==> config.mk <==
export PLATFORM = sky130hd
export DESIGN_NAME = pll_phase_detect
export DESIGN_NICKNAME = d
export VERILOG_FILES = /design/src/rtl/pll_phase_detect.sv
export SDC_FILE = /design/constraint.sdc
export NUM_CORES = 1
export LEC_CHECK = 0
export BUFFER_PORTS_ARGS = -buffer_cell sky130_fd_sc_hd__buf_2
export CORE_MARGIN = 8
export CORE_UTILIZATION = 48
export DETAILED_ROUTE_END_ITERATION = 7
export PLACE_DENSITY = 0.75
export SLEW_MARGIN = 20
export SYNTH_ARGS = -nofsm -noshare
export SYNTH_HDL_FRONTEND = slang
export SYNTH_SLANG_ARGS = --single-unit
==> constraint.sdc <==
create_clock -name clk -period 2.1 [get_ports clk]
set_input_delay 0.21 -clock clk [delete_from_list [all_inputs] [get_ports clk]]
set_output_delay 0.21 -clock clk [all_outputs]
set_load 0.05 [all_outputs]
==> src/rtl/pll_phase_detect.sv <==
module pll_phase_detect #(
  parameter int RW = 15,
  parameter int LOCK_N = 4,
  parameter int THRESH = 3
) (
  input  logic          clk,
  input  logic          rst_n,
  input  logic          fb_pulse,
  input  logic [RW-1:0] ref_ratio,
  input  logic          pol_pos,
  input  logic          cp_hi,
  input  logic          cp_tri,
  input  logic          pd_req,
  input  logic          other_pd,
  input  logic          other_lock,
  input  logic [1:0]    stat_sel,
  output logic          pump_up,
  output logic          pump_dn,
  output logic          pump_tri,
  output logic          pump_hi,
  output logic          stat_val,
  output logic          stat_drive,
  output logic          ref_tick,
  output logic          chan_off,
  output logic          lock
);
  localparam int CW = $clog2(LOCK_N + 1);
  localparam int EW = $clog2(THRESH + 1);
  localparam logic [RW-1:0] MIN_R = RW'(3);

  logic [RW-1:0] cnt, eff;
  logic          lead_q, lag_q, hi_q, off_q;
  logic [EW-1:0] ew;
  logic [CW-1:0] good;
  logic          halt, busy, bad, lead_in, lag_in, lock_ind;

  assign eff      = (ref_ratio < MIN_R) ? MIN_R : ref_ratio;
  assign halt     = off_q & other_pd;
  assign ref_tick = (cnt == '0) & ~halt;
  assign busy     = lead_q | lag_q;
  assign bad      = busy & (ew >= EW'(THRESH - 1));
  assign lead_in  = lead_q | (ref_tick & ~off_q);
  assign lag_in   = lag_q | (fb_pulse & ~off_q);

  always_ff @(posedge clk) begin
    if (!rst_n)           cnt <= '0;
    else if (halt)        cnt <= '0;
    else if (cnt == '0)   cnt <= eff - RW'(1);
    else                  cnt <= cnt - RW'(1);
  end

  always_ff @(posedge clk) begin
    if (!rst_n || off_q || (lead_in && lag_in)) begin
      lead_q <= 1'b0;
      lag_q  <= 1'b0;
    end else begin
      lead_q <= lead_in;
      lag_q  <= lag_in;
    end
  end

  always_ff @(posedge clk) begin
    if (!rst_n || !busy)       ew <= '0;
    else if (ew < EW'(THRESH)) ew <= ew + EW'(1);
  end

  always_ff @(posedge clk) begin
    if (!rst_n || off_q || bad)                    good <= '0;
    else if (ref_tick && good < CW'(LOCK_N))       good <= good + CW'(1);
  end

  always_ff @(posedge clk) begin
    if (!rst_n)      hi_q <= 1'b0;
    else if (cp_hi)  hi_q <= 1'b1;
    else if (!busy)  hi_q <= 1'b0;
  end

  always_ff @(posedge clk) begin
    if (!rst_n || !pd_req) off_q <= 1'b0;
    else if (!busy)        off_q <= 1'b1;
  end

  assign lock     = (good == CW'(LOCK_N));
  assign lock_ind = lock & ~busy;
  assign chan_off = off_q;
  assign pump_hi  = hi_q;
  assign pump_tri = cp_tri | off_q;
  assign pump_up  = ~pump_tri & (pol_pos ? lead_q : lag_q);
  assign pump_dn  = ~pump_tri & (pol_pos ? lag_q : lead_q);

  always_comb begin
    case (stat_sel)
      2'd1:    begin stat_val = lock_ind;              stat_drive = 1'b1; end
      2'd2:    begin stat_val = lock_ind & other_lock; stat_drive = 1'b1; end
      2'd3:    begin stat_val = 1'b0;                  stat_drive = hi_q; end
      default: begin stat_val = 1'b0;                  stat_drive = 1'b1; end
    endcase
  end
endmodule


==> flow_metrics.tcl <==
set metrics [dict create \
    powerDensity_nw_per_um2 1147 \
    startpoint "cnt[0]" \
    track_usage_pct 16.53 \
    ant_nets 0 \
    dr_wl_met2_mm 2.029 \
    met1_length_mm 1.927 \
    grt_pass1_vias 1618 \
    ctsRootBufferMaster "clkbuf_4" \
    synth_cell_type_count 45 \
    gp_congestion 1.011 \
    r2r_slack_ns 0.12 \
    path_cells "nor4_4, nand4_1, buf_4, a21oi_2, buf_4" \
    die_y_um 73.54 \
    crit_type "reg -> out" \
    fin_crit_sh_pct 95.18 \
    drt_iter0_markers 137 \
    antenna_found_initial 0 \
    drc 0 \
    peakVddDrop_mv 0.5978 \
    relSlewSlack_pct 67.22 \
    ys_seq_elements 24 \
    die_area_um2 5407 \
    p_sw_mw 1.022 \
    htreeDepth 1 \
    avgSynthCellArea_um2 8.066 \
    clk_pin_slew_worst_paths_ns 0.15 \
    cts_sinks 24 \
    critPathCapture "ref_tick" \
    pwr-share-comb_pct 58.4 \
    drv_slew 0 \
    arrival_ns 1.79 \
    critPathSlowestCell "dfxtp_1" \
    wl_met3_um 264 \
    numCtsBuffers 3 \
    start_kind "flop" \
    syn_nets 231 \
    dp_cells 297 \
    die_w_um 73.54 \
    intPower_mw 1.331 \
    critical_path_required_ns 1.89 \
    slowest_delay_ns 0.36 \
    netlist_area_um2 1589 \
    regArea_um2 499.2 \
    hpwl_mm 3.474 \
    final_layout_size_suffix_gt1_share_pct 32.55 \
    area.growth.synth_to_final_pct 29.13 \
    diodes 0 \
    final_util_pct 62.98 \
    final_nets 290 \
    tightest_slew_ns 0.4872 \
    viasPerCell 5.691 \
    first_pass_iters 4 \
    multi_input_area_um2 1084 \
    setup-tns-final_ns 0 \
    fin_skew_ns 0.01659 \
    r2r_end "cnt[11]" \
    grt_max_degree 14 \
    vias 1713 \
    ys_async_sr_fraction_pct 0 \
    swShare_pct 43.44 \
    cp_common_cell "buf_4" \
    r2r_start "cnt[12]" \
    ys.flop_type "dfxtp_1" \
    setup_viol 0 \
    cap_viol_max_count 0 \
    clockPowerShare_pct 10.9 \
    wl_per_cell_um 14.28 \
    fin_total_pwr_mw 2.354 \
    r2r_cells 6 \
    holdCritPathClass "in -> reg" \
    finalNonFillerCells 301 \
    clockBufferDepth 2 \
    rsz0062_at_grt "false" \
    cp-end-kind "output pin" \
    coreArea_um2 3258 \
    clock_latency_ns 0.33 \
    seq_power_share_pct 30.8 \
    cts_setup_buffers 0 \
    io-pin-count 35 \
    overflow 0 \
    yosysWarnings 0 \
    synth-seq-area-share_pct 30.24 \
    cts_tree "done" \
    cp_max_fo 7 \
    leakagePower_nw 0.8910 \
    run_status "finished clean" \
    synthesis.instances 197 \
    grt_pass1_wl_mm 7.272 \
    rows 21 \
    netlist.area_leader.share_pct 30.24 \
    hold_viol 0 \
    io_buffers 34 \
    fin_crit_ns 1.999 \
    start_util_pct 48.77 \
    max_freq_ghz 0.5003 \
    fill_cells 308 \
    synth-edff-count 0 \
    wirelength_mm 4.297 \
    synth_area_leaders "dfxtp_1, nor2_1, ha_1" \
    yosys.area.top_type "dfxtp_1" \
    routed.top_layer "met4" \
]
## cells by family (layout without fill, tap and decap cells)
group / Yosys count / count (layout) / synth area share (%)
and+or+nand+nor: 98 / 98 / 34.72
buffers and inverters: 10 / 68 / 3.071
muxes: 8 / 8 / 5.276
DFF: 24 / 24 / 30.24
xor gates and xnor gates: 6 / 6 / 3.307
AOI/OAI and AO/OA: 43 / 43 / 17.09
adders and majority gates: 8 / 8 / 6.299
## layout make-up
| class | instances | share of cell area [%] |
|---|---|---|
| flip-flops and latches | 24 | 24.33 |
| repair buffers | 58 | 17.20 |
| multi-input cells | 163 | 52.80 |
| well taps | 46 | 2.805 |
| clock buffers | 4 | 1.768 |
| inverters | 6 | 1.098 |
## per-layer routing
layer	track usage [%]	vias to the layer above
met5	0	-
met4	5.543	0
met3	3.547	8
met2	26.77	54
met1	20.91	808
li1	-	843
## Yosys cell counts (5+ instances only)
cell type	n
nor2_1	38
dfxtp_1	24
a21oi_1	18
nor4_1	9
ha_1	8
a211oi_1	7
nand2_1	7
nor3_1	7
inv_1	6
and2_1	5
mux2i_1	5
nand3_1	5
## power by group through the flow
stage	Combinational, mW	Clock (mW)	Sequential [mW]
global route	1.52	0.282	0.739
finish	1.37	0.256	0.724
detailed placement	1.33	0	0.698
CTS	1.35	0.260	0.687
floorplan	0.925	0	0.689
global placement	1.32	0	0.699
## registers in the layout (all words and copies together), names as in the netlist
name      cells
cnt          15
good          3
ew            2
chan_off      1
lag_q         1
lead_q        1
pump_hi       1
## stage by stage
stage | setup WS (ns) | hold WS [ns] | area, um^2
after floorplan | 0.02997 | 0.2887 | 1598
after detailed placement | 0.01640 | 0.3990 | 1979
after global routing | 0.005934 | 0.01491 | 2052
after global placement | 0.07334 | 0.3912 | 1979
after CTS | 0.04046 | 0.03232 | 2018
final | 0.1012 | 0.03264 | 2052
## repair_timing
action,in CTS,in global routing
endpoints found under the setup margin,1,6
hold buffers,0,0
gates resized for setup,1,14
pin swaps,0,1
## worst min-delay path by stage
stage,from,to,slack [ns],depth (start not counted)
2_1_floorplan,fb_pulse,lead_q,0.29,1
3_3_place_gp,fb_pulse,lead_q,0.39,2
3_5_place_dp,fb_pulse,lead_q,0.40,2
4_1_cts,fb_pulse,lead_q,0.03,2
5_1_grt,fb_pulse,lead_q,0.01,2
6_report,fb_pulse,lead_q,0.03,2
## layout by cell type, fill, tap and decap left out, types with 5 or more instances in the layout
cell      netlist  layout
nor4_1          9       8
nor3_1          7       6
and2_1          5       5
nand3_1         5       5
nor2_1         38      38
dfxtp_1        24      15
nand2_1         7       7
dfxtp_2         0       6
buf_4           1      25
mux2i_1         5       5
inv_1           6       6
buf_2           0      33
ha_1            8       8
a21oi_1        18      17
a211oi_1        7       7
## critical path: cells and delay by family, from the launching register on
family,cells,cell delay [ns]
and+or+nand+nor,2,0.52
DFF,1,0.36
buffers and inverters,2,0.43
AOI/OAI and AO/OA,1,0.13
(Power assumes the default switching activity.)
